## src/rtl/ohd_pkg.sv

```systemverilog
package ohd_pkg;
  localparam int ROW_W = 4;
  localparam int COL_W = 4;
  localparam int IDX_W = 4;

  // Fixed overhead positions of the dropped bytes
  localparam logic [ROW_W-1:0] OW1_ROW  = 4'd1;
  localparam logic [COL_W-1:0] OW1_COL  = 4'd1;
  localparam logic [ROW_W-1:0] USR_ROW  = 4'd1;
  localparam logic [COL_W-1:0] USR_COL  = 4'd2;
  localparam logic [ROW_W-1:0] OW2_ROW  = 4'd8;
  localparam logic [COL_W-1:0] OW2_COL  = 4'd2;
  localparam logic [ROW_W-1:0] SEC_ROW  = 4'd2;
  localparam logic [ROW_W-1:0] LIN_ROW0 = 4'd5;
  localparam logic [ROW_W-1:0] LIN_ROW1 = 4'd7;
  localparam logic [COL_W-1:0] COL_LAST = 4'd2;

  typedef struct packed {
    logic             hit;
    logic [IDX_W-1:0] idx;
  } ohd_sel_t;
endpackage

```

## src/rtl/ohd_pos_decode.sv

```systemverilog
module ohd_pos_decode
  import ohd_pkg::*;
(
  input  logic             oh_valid,
  input  logic [ROW_W-1:0] oh_row,
  input  logic [COL_W-1:0] oh_col,
  output ohd_sel_t         ow1_sel,
  output ohd_sel_t         ow2_sel,
  output ohd_sel_t         usr_sel,
  output ohd_sel_t         sec_sel,
  output ohd_sel_t         lin_sel
);
  logic             col_ok;
  logic [ROW_W-1:0] lin_rel;

  always_comb begin
    col_ok  = (oh_col <= COL_LAST);
    lin_rel = oh_row - LIN_ROW0;

    ow1_sel.hit = oh_valid && (oh_row == OW1_ROW) && (oh_col == OW1_COL);
    ow1_sel.idx = '0;
    ow2_sel.hit = oh_valid && (oh_row == OW2_ROW) && (oh_col == OW2_COL);
    ow2_sel.idx = '0;
    usr_sel.hit = oh_valid && (oh_row == USR_ROW) && (oh_col == USR_COL);
    usr_sel.idx = '0;

    sec_sel.hit = oh_valid && col_ok && (oh_row == SEC_ROW);
    sec_sel.idx = oh_col;

    lin_sel.hit = oh_valid && col_ok && (oh_row >= LIN_ROW0) && (oh_row <= LIN_ROW1);
    lin_sel.idx = lin_rel * 4'd3 + oh_col;
  end
endmodule

```

## src/rtl/ohd_ser_chan.sv

```systemverilog
module ohd_ser_chan
  import ohd_pkg::*;
#(
  parameter int LANES  = 1,
  parameter int NBYTES = 3,
  parameter int PERIOD = 8
) (
  input  logic                        clk,
  input  logic                        rst_n,
  input  logic                        frame_start,
  input  logic [7:0]                  cap_byte,
  input  logic [LANES-1:0]            cap_hit,
  input  logic [LANES-1:0][IDX_W-1:0] cap_idx,
  output logic                        sclk,
  output logic [LANES-1:0]            sdata
);
  localparam int NBITS = NBYTES * 8;
  localparam int CW    = $clog2(NBITS + 1);
  localparam int PW    = (PERIOD > 2) ? $clog2(PERIOD) : 1;
  localparam int LO    = PERIOD - PERIOD / 2;

  logic [LANES-1:0][NBITS-1:0]  cap_q, cap_d, shr_q, shr_d;
  logic [LANES-1:0][NBYTES-1:0] mask_q, mask_d;
  logic                         busy_q, busy_d, sclk_q, sclk_d;
  logic [PW-1:0]                phase_q, phase_d;
  logic [CW-1:0]                left_q, left_d;
  logic                         complete;

  always_comb begin
    cap_d    = cap_q;
    mask_d   = frame_start ? '0 : mask_q;
    for (int l = 0; l < LANES; l++) begin
      for (int b = 0; b < NBYTES; b++) begin
        if (cap_hit[l] && (cap_idx[l] == IDX_W'(b))) begin
          cap_d[l][NBITS-1-8*b -: 8] = cap_byte;
          mask_d[l][b]               = 1'b1;
        end
      end
    end

    complete = &mask_q;
    shr_d    = shr_q;
    busy_d   = busy_q;
    phase_d  = phase_q;
    left_d   = left_q;
    if (frame_start && complete) begin
      shr_d   = cap_q;
      busy_d  = 1'b1;
      phase_d = '0;
      left_d  = CW'(NBITS);
    end else if (busy_q) begin
      if (phase_q == PW'(PERIOD - 1)) begin
        phase_d = '0;
        for (int l = 0; l < LANES; l++) begin
          shr_d[l] = {shr_q[l][NBITS-2:0], 1'b0};
        end
        left_d = left_q - 1'b1;
        if (left_q == CW'(1)) busy_d = 1'b0;
      end else begin
        phase_d = phase_q + 1'b1;
      end
    end
    sclk_d = busy_d && (phase_d >= PW'(LO));
  end

  always_ff @(posedge clk or negedge rst_n) begin
    if (!rst_n) begin
      cap_q   <= '0;
      mask_q  <= '0;
      shr_q   <= '0;
      busy_q  <= 1'b0;
      phase_q <= '0;
      left_q  <= '0;
      sclk_q  <= 1'b0;
    end else begin
      cap_q   <= cap_d;
      mask_q  <= mask_d;
      shr_q   <= shr_d;
      busy_q  <= busy_d;
      phase_q <= phase_d;
      left_q  <= left_d;
      sclk_q  <= sclk_d;
    end
  end

  assign sclk = sclk_q;
  for (genvar l = 0; l < LANES; l++) begin : g_lane
    assign sdata[l] = shr_q[l][NBITS-1];
  end
endmodule

```

## src/rtl/ohd_drop_ser.sv

```systemverilog
module ohd_drop_ser
  import ohd_pkg::*;
#(
  parameter int OW_PERIOD   = 16,
  parameter int SDCC_PERIOD = 8,
  parameter int LDCC_PERIOD = 4
) (
  input  logic       clk,
  input  logic       rst_n,
  input  logic [7:0] oh_byte,
  input  logic       oh_valid,
  input  logic [3:0] oh_row,
  input  logic [3:0] oh_col,
  input  logic       frame_start,
  output logic       ow_sclk,
  output logic       e1_sdata,
  output logic       e2_sdata,
  output logic       f1_sdata,
  output logic       sdcc_sclk,
  output logic       sdcc_sdata,
  output logic       ldcc_sclk,
  output logic       ldcc_sdata
);
  ohd_sel_t   ow1_sel, ow2_sel, usr_sel, sec_sel, lin_sel;
  logic [2:0] ow_lanes;

  ohd_pos_decode dec_i (
    .oh_valid (oh_valid),
    .oh_row   (oh_row),
    .oh_col   (oh_col),
    .ow1_sel  (ow1_sel),
    .ow2_sel  (ow2_sel),
    .usr_sel  (usr_sel),
    .sec_sel  (sec_sel),
    .lin_sel  (lin_sel)
  );

  // Lane 0: first orderwire, lane 1: second orderwire, lane 2: user byte
  ohd_ser_chan #(.LANES(3), .NBYTES(1), .PERIOD(OW_PERIOD)) ow_i (
    .clk         (clk),
    .rst_n       (rst_n),
    .frame_start (frame_start),
    .cap_byte    (oh_byte),
    .cap_hit     ({usr_sel.hit, ow2_sel.hit, ow1_sel.hit}),
    .cap_idx     ({usr_sel.idx, ow2_sel.idx, ow1_sel.idx}),
    .sclk        (ow_sclk),
    .sdata       (ow_lanes)
  );

  ohd_ser_chan #(.LANES(1), .NBYTES(3), .PERIOD(SDCC_PERIOD)) sec_i (
    .clk         (clk),
    .rst_n       (rst_n),
    .frame_start (frame_start),
    .cap_byte    (oh_byte),
    .cap_hit     (sec_sel.hit),
    .cap_idx     (sec_sel.idx),
    .sclk        (sdcc_sclk),
    .sdata       (sdcc_sdata)
  );

  ohd_ser_chan #(.LANES(1), .NBYTES(9), .PERIOD(LDCC_PERIOD)) lin_i (
    .clk         (clk),
    .rst_n       (rst_n),
    .frame_start (frame_start),
    .cap_byte    (oh_byte),
    .cap_hit     (lin_sel.hit),
    .cap_idx     (lin_sel.idx),
    .sclk        (ldcc_sclk),
    .sdata       (ldcc_sdata)
  );

  assign e1_sdata = ow_lanes[0];
  assign e2_sdata = ow_lanes[1];
  assign f1_sdata = ow_lanes[2];
endmodule

```

## config.mk

```make
export PLATFORM = sky130hd
export DESIGN_NAME = ohd_drop_ser
export DESIGN_NICKNAME = d
export VERILOG_FILES = /design/src/rtl/ohd_pkg.sv /design/src/rtl/ohd_pos_decode.sv /design/src/rtl/ohd_ser_chan.sv /design/src/rtl/ohd_drop_ser.sv
export SDC_FILE = /design/constraint.sdc
export NUM_CORES = 1
export LEC_CHECK = 0
export ABC_AREA = 1
export ABC_CLOCK_PERIOD_IN_PS = 3600
export BUFFER_PORTS_ARGS = -buffer_cell sky130_fd_sc_hd__buf_2
export CORE_UTILIZATION = 52
export CTS_BUF_LIST = sky130_fd_sc_hd__clkbuf_2 sky130_fd_sc_hd__clkbuf_4 sky130_fd_sc_hd__clkbuf_8
export DETAILED_ROUTE_END_ITERATION = 16
export GPL_TIMING_DRIVEN = 0
export PLACE_DENSITY = 0.68
export SLEW_MARGIN = 40
export SYNTH_ARGS = -nofsm -noshare
export SYNTH_HDL_FRONTEND = slang
export SYNTH_HIERARCHICAL = 1
export SYNTH_SLANG_ARGS = --single-unit
```

## constraint.sdc

```tcl
create_clock -name clk -period 3.6 [get_ports clk]
set_input_delay 0.36 -clock clk [delete_from_list [all_inputs] [get_ports clk]]
set_output_delay 0.36 -clock clk [all_outputs]
set_load 0.02 [all_outputs]
```

==> metrics.txt <==
# TYPE chip_impl_metric gauge
chip_impl_metric{name="routabilityCongestion",unit=""} 0.851
chip_impl_metric{name="path_depth",unit=""} 22
chip_impl_info{name="critical_path.most_common_cell",value="nand2_1"} 1
chip_impl_metric{name="final.period_utilization",unit="%"} 90.6
chip_impl_metric{name="clock_path_buffers",unit=""} 3
chip_impl_metric{name="placed_cells",unit=""} 2084
chip_impl_metric{name="cts_htree_levels",unit=""} 2
chip_impl_metric{name="via_count_of_the_first_global_routing_pass",unit=""} 10400
chip_impl_metric{name="p_leak",unit="uW"} 0.00778
chip_impl_metric{name="timing.fmax",unit="GHz"} 0.306
chip_impl_metric{name="drc",unit=""} 0
chip_impl_info{name="worst_setup_path_start_kind",value="input pin"} 1
chip_impl_metric{name="fin_hold_ws",unit="ps"} 109
chip_impl_metric{name="die_width",unit="um"} 164
chip_impl_metric{name="synth_simple_gate_area_share",unit="%"} 28.3
chip_impl_metric{name="max-vdd-ir-drop",unit="V"} 0.000356
chip_impl_metric{name="post_synth_xor_area_fraction",unit="%"} 0.255
chip_impl_metric{name="min_period",unit="ps"} 3260
chip_impl_metric{name="ios",unit=""} 28
chip_impl_metric{name="clk-insertion-delay-late",unit="ps"} 560
chip_impl_metric{name="cp_slowest_stage_delay",unit="ps"} 470
chip_impl_metric{name="fp.dieH",unit="um"} 164
chip_impl_metric{name="post_synth_fa_ha_maj_area_fraction",unit="%"} 1.66
chip_impl_metric{name="final_design_area_no_fill",unit="sq um"} 15500
chip_impl_metric{name="grt_pass1_wl",unit="um"} 52300
chip_impl_info{name="worst_setup_path_startpoint",value="oh_row[0]"} 1
chip_impl_metric{name="fin_skew",unit="ps"} 25.5
chip_impl_metric{name="detailedRoute.firstIterationViolations",unit=""} 777
chip_impl_metric{name="cts.sinks",unit=""} 286
chip_impl_info{name="worstSetupEndpointType",value="flip-flop"} 1
chip_impl_metric{name="inserted_diodes",unit=""} 0
chip_impl_metric{name="vias",unit=""} 11100
chip_impl_metric{name="synth-warning-count",unit=""} 6
chip_impl_metric{name="worstMarginPinSlew",unit="ps"} 732
chip_impl_metric{name="powerDensity",unit="nW/um^2"} 571
chip_impl_metric{name="critPathRequiredTime",unit="ps"} 4010
chip_impl_info{name="worstReg2RegStart",value="lin_i/mask_q[4]$_DFFE_PN0P_"} 1
chip_impl_info{name="clockRootBuffer",value="clkbuf_8"} 1
chip_impl_metric{name="placed_cell_area",unit="sq um"} 14400
chip_impl_metric{name="regArea",unit="sq um"} 7160
chip_impl_metric{name="area_delta_synth_final",unit="%"} 12.9
chip_impl_metric{name="fill_cells",unit=""} 2392
chip_impl_metric{name="synth_cell_type_count",unit=""} 35
chip_impl_metric{name="rows",unit=""} 59
chip_impl_metric{name="fin_setup_tns",unit="ps"} 0
chip_impl_metric{name="crit_buf_inv",unit=""} 7
chip_impl_info{name="end_point_of_the_critical_path",value="lin_i/cap_q[15]$_DFFE_PN0P_"} 1
chip_impl_metric{name="post_synth_mux_area_share",unit="%"} 0.0729
chip_impl_metric{name="nets",unit=""} 1836
chip_impl_metric{name="mappedNetlistArea",unit="sq um"} 13700
chip_impl_info{name="combinational_family_with_the_most_area_after_synthesis",value="simple AND/OR/NAND/NOR gates"} 1
chip_impl_metric{name="detailed_place_hpwl",unit="um"} 21300
chip_impl_metric{name="fin_cells",unit=""} 2169
chip_impl_metric{name="yosysSeqAreaShare",unit="%"} 52.1
chip_impl_metric{name="cts.reportedPaths.clkPinSlew",unit="ps"} 70
chip_impl_info{name="hold_path.class",value="in2reg"} 1
chip_impl_metric{name="synth_compound_gate_area_share",unit="%"} 7.78
chip_impl_metric{name="globalRoute.totalOverflow",unit=""} 0
chip_impl_info{name="crit_path_cell_chain",value="buf_2, inv_1, ha_1, inv_2, nand2_1, nand2_1, fa_1, inv_1, fa_1, inv_1, nand2_1, nand2_1, nand2_1, nand2_1, inv_1, nand2_1, nand2_1, nor2_1, nand3_1, clkbuf_1, nand2_1, o21ai_0"} 1
chip_impl_info{name="regToRegEndpoint",value="lin_i/shr_q[35]$_DFFE_PN0P_"} 1
chip_impl_metric{name="setup_viol_count_final",unit=""} 0
chip_impl_metric{name="multi_input_gate_area_in_the_final_layout",unit="sq um"} 5280
chip_impl_metric{name="drt_first_pass_iters",unit=""} 5
chip_impl_info{name="run_status",value="finished clean"} 1
chip_impl_metric{name="drive_above_1_share",unit="%"} 12.1
chip_impl_metric{name="totalWireLength",unit="um"} 31500
chip_impl_metric{name="antenna_found_initial",unit=""} 0
chip_impl_metric{name="route.detailed.vias_per_inst",unit=""} 5.13
chip_impl_metric{name="worst_case_headroom_to_the_max_slew_limit",unit="%"} 51.2
chip_impl_metric{name="total_power",unit="uW"} 8840
chip_impl_metric{name="r2r_setup_slack",unit="ps"} 1600
chip_impl_metric{name="synth-seq-cells",unit=""} 286
chip_impl_info{name="crit_family",value="simple AND/OR/NAND/NOR gates"} 1
chip_impl_metric{name="port_buffers",unit=""} 27
chip_impl_info{name="cpMaxStageDelayCell",value="fa_1"} 1
chip_impl_metric{name="timing.reg2reg.worst_path_depth",unit=""} 7
chip_impl_metric{name="cp_data_arrival_time",unit="ps"} 3680
chip_impl_metric{name="postSynthAreaPerCell",unit="sq um"} 8.04
chip_impl_metric{name="detail-route-antenna-nets",unit=""} 0
chip_impl_metric{name="maxCapViolations",unit=""} 0
chip_impl_metric{name="detail_route.wl_per_cell",unit="um"} 14.5
chip_impl_metric{name="floorplan.initialDensity",unit="%"} 52.8
chip_impl_metric{name="finalHoldViolCount",unit=""} 0
chip_impl_info{name="cts_tree",value="done"} 1
chip_impl_metric{name="worst-path-max-fanout",unit=""} 10
chip_impl_metric{name="tritoncts.num_buffers",unit=""} 47
chip_impl_metric{name="die_area",unit="sq um"} 27100
chip_impl_metric{name="grt_max_degree",unit=""} 72
chip_impl_metric{name="finalMaxSlewViolations",unit=""} 0
chip_impl_metric{name="grtUsageTotal",unit="%"} 24.3
chip_impl_metric{name="syn_inst",unit=""} 1707
chip_impl_info{name="start_to_end_type_of_the_worst_setup_path",value="in2reg"} 1
chip_impl_metric{name="core-area",unit="sq um"} 26000
[worst min-delay path by stage]
stage | start | end | slack, ps | cells after the start
finish | frame_start | ow_i/mask_q[1]$_DFFE_PN0P_ | 110 | 2
global route | frame_start | ow_i/mask_q[1]$_DFFE_PN0P_ | 110 | 2
CTS | frame_start | ow_i/mask_q[1]$_DFFE_PN0P_ | 90 | 2
detailed placement | rst_n | sec_i/left_q[1]$_DFFE_PN0P_ | 270 | 1
global placement | ow_i/cap_q[8]$_DFFE_PN0P_ | ow_i/shr_q[8]$_DFFE_PN0P_ | 460 | 2
floorplan | rst_n | lin_i/busy_q$_DFF_PN0_ | 60 | 0
[layout by cell type (no fill, tap or decap), types with 7 or more instances in the layout]
master	n
nand2_1	563
dfrtp_1	286
inv_1	187
nand3_1	146
o21ai_0	142
nor2_1	94
nand4_1	74
clkbuf_8	63
buf_2	44
clkbuf_1	44
buf_4	33
a21oi_1	21
o21ai_2	18
clkbuf_4	16
ha_1	15
conb_1	12
buf_6	9
o21ai_1	9
nor2_4	7
[area by class of cell]
| type | instances | area share (%) |
|---|---|---|
| repair buffers | 32 | 1.71 |
| clock inverters | 5 | 0.323 |
| multi-input cells | 1133 | 34.1 |
| well taps | 335 | 2.70 |
| flip-flops and latches | 286 | 46.2 |
| clock buffers | 79 | 6.37 |
| inverters | 190 | 4.60 |
| plain buffers | 109 | 4.03 |
[cells in the mapped netlist]
master | number | share of area, %
ha_1 | 15 | 1.4
buf_6 | 9 | 0.74
clkbuf_1 | 44 | 1.2
buf_1 | 4 | 0.11
o21ai_0 | 142 | 5.2
nor3b_1 | 1 | 0.055
nor2_1 | 94 | 2.6
a21oi_1 | 21 | 0.77
dfrtp_1 | 286 | 52
nand2_2 | 4 | 0.18
fa_1 | 2 | 0.29
mux2i_1 | 1 | 0.073
nand3_4 | 1 | 0.13
nand2_1 | 563 | 15
inv_1 | 187 | 5.1
buf_4 | 33 | 1.8
o21ai_1 | 9 | 0.33
or2_2 | 2 | 0.091
xor2_1 | 2 | 0.13
o21bai_1 | 2 | 0.11
conb_1 | 1 | 0.027
nor2_2 | 2 | 0.091
inv_2 | 3 | 0.082
nand3_2 | 3 | 0.22
nor2_4 | 7 | 0.57
buf_2 | 18 | 0.66
nor3_1 | 3 | 0.11
clkbuf_2 | 1 | 0.036
nand4_1 | 74 | 3.4
nor2_8 | 1 | 0.15
o21ai_2 | 18 | 1.1
nand3_1 | 147 | 5.4
xnor2_1 | 2 | 0.13
nand3b_1 | 1 | 0.055
a21oi_2 | 4 | 0.26
[per-layer routing]
metal  vias to the layer above  wire length, um  global-route usage [%]
met3                        53              935                    3.09
met1                      5335            15300                    34.8
met5                         -                0                       0
met2                       157            14600                    38.6
li1                       5583                -                       -
met4                         0              699                    7.76
[power breakdown]
part | internal [uW] | total (uW) | switching [uW] | leakage, uW
clock network | 1790 | 3070 | 1280 | 0.000556
registers | 3770 | 4080 | 308 | 0.00373
logic | 647 | 1700 | 1050 | 0.00350
total | 6210 | 8840 | 2630 | 0.00778
[state kept, by name, indices dropped and copies added, names as in the netlist, 7 cells and up]
signal	flops
ow_i/cap_q	24
lin_i/mask_q	9
lin_i/shr_q	72
lin_i/cap_q	72
lin_i/left_q	7
ow_i/shr_q	21
sec_i/cap_q	24
sec_i/shr_q	24
[what timing repair did]
action | in CTS | in global routing
setup buffers | 0 | 0
endpoints found under the hold margin | 36 | 0
endpoints found under the setup margin | 0 | 1
resized for setup | 0 | 1
hold buffers | 1 | 0
[worst register-to-register path, stage by stage (launching register included)]
cell     delay (ps)
dfrtp_1         350
nand2_1          70
nor2_2          580
nand3_4         320
buf_6           250
buf_4           180
nand3_1          80
nand2_1          60
[per-stage QoR]
step,worst slack (ps),utilization (%)
finish,337,59.6
CTS,351,59.6
detailed placement,-216,55.6
floorplan,508,-
global placement,-3230,55.1
global route,-17.3,59.6
[logic make-up (layout without fill, tap and decap cells)]
logic type | count (synthesis) | in the layout
XOR/XNOR | 4 | 4
flip-flops | 286 | 286
AO/OA/AOI/OAI | 196 | 196
buffers and inverters | 299 | 415
multiplexers | 1 | 1
adder cells (fa/ha/maj) | 17 | 17
other | 1 | 12
AND/OR/NAND/NOR | 903 | 903
(Power assumes the default switching activity.)
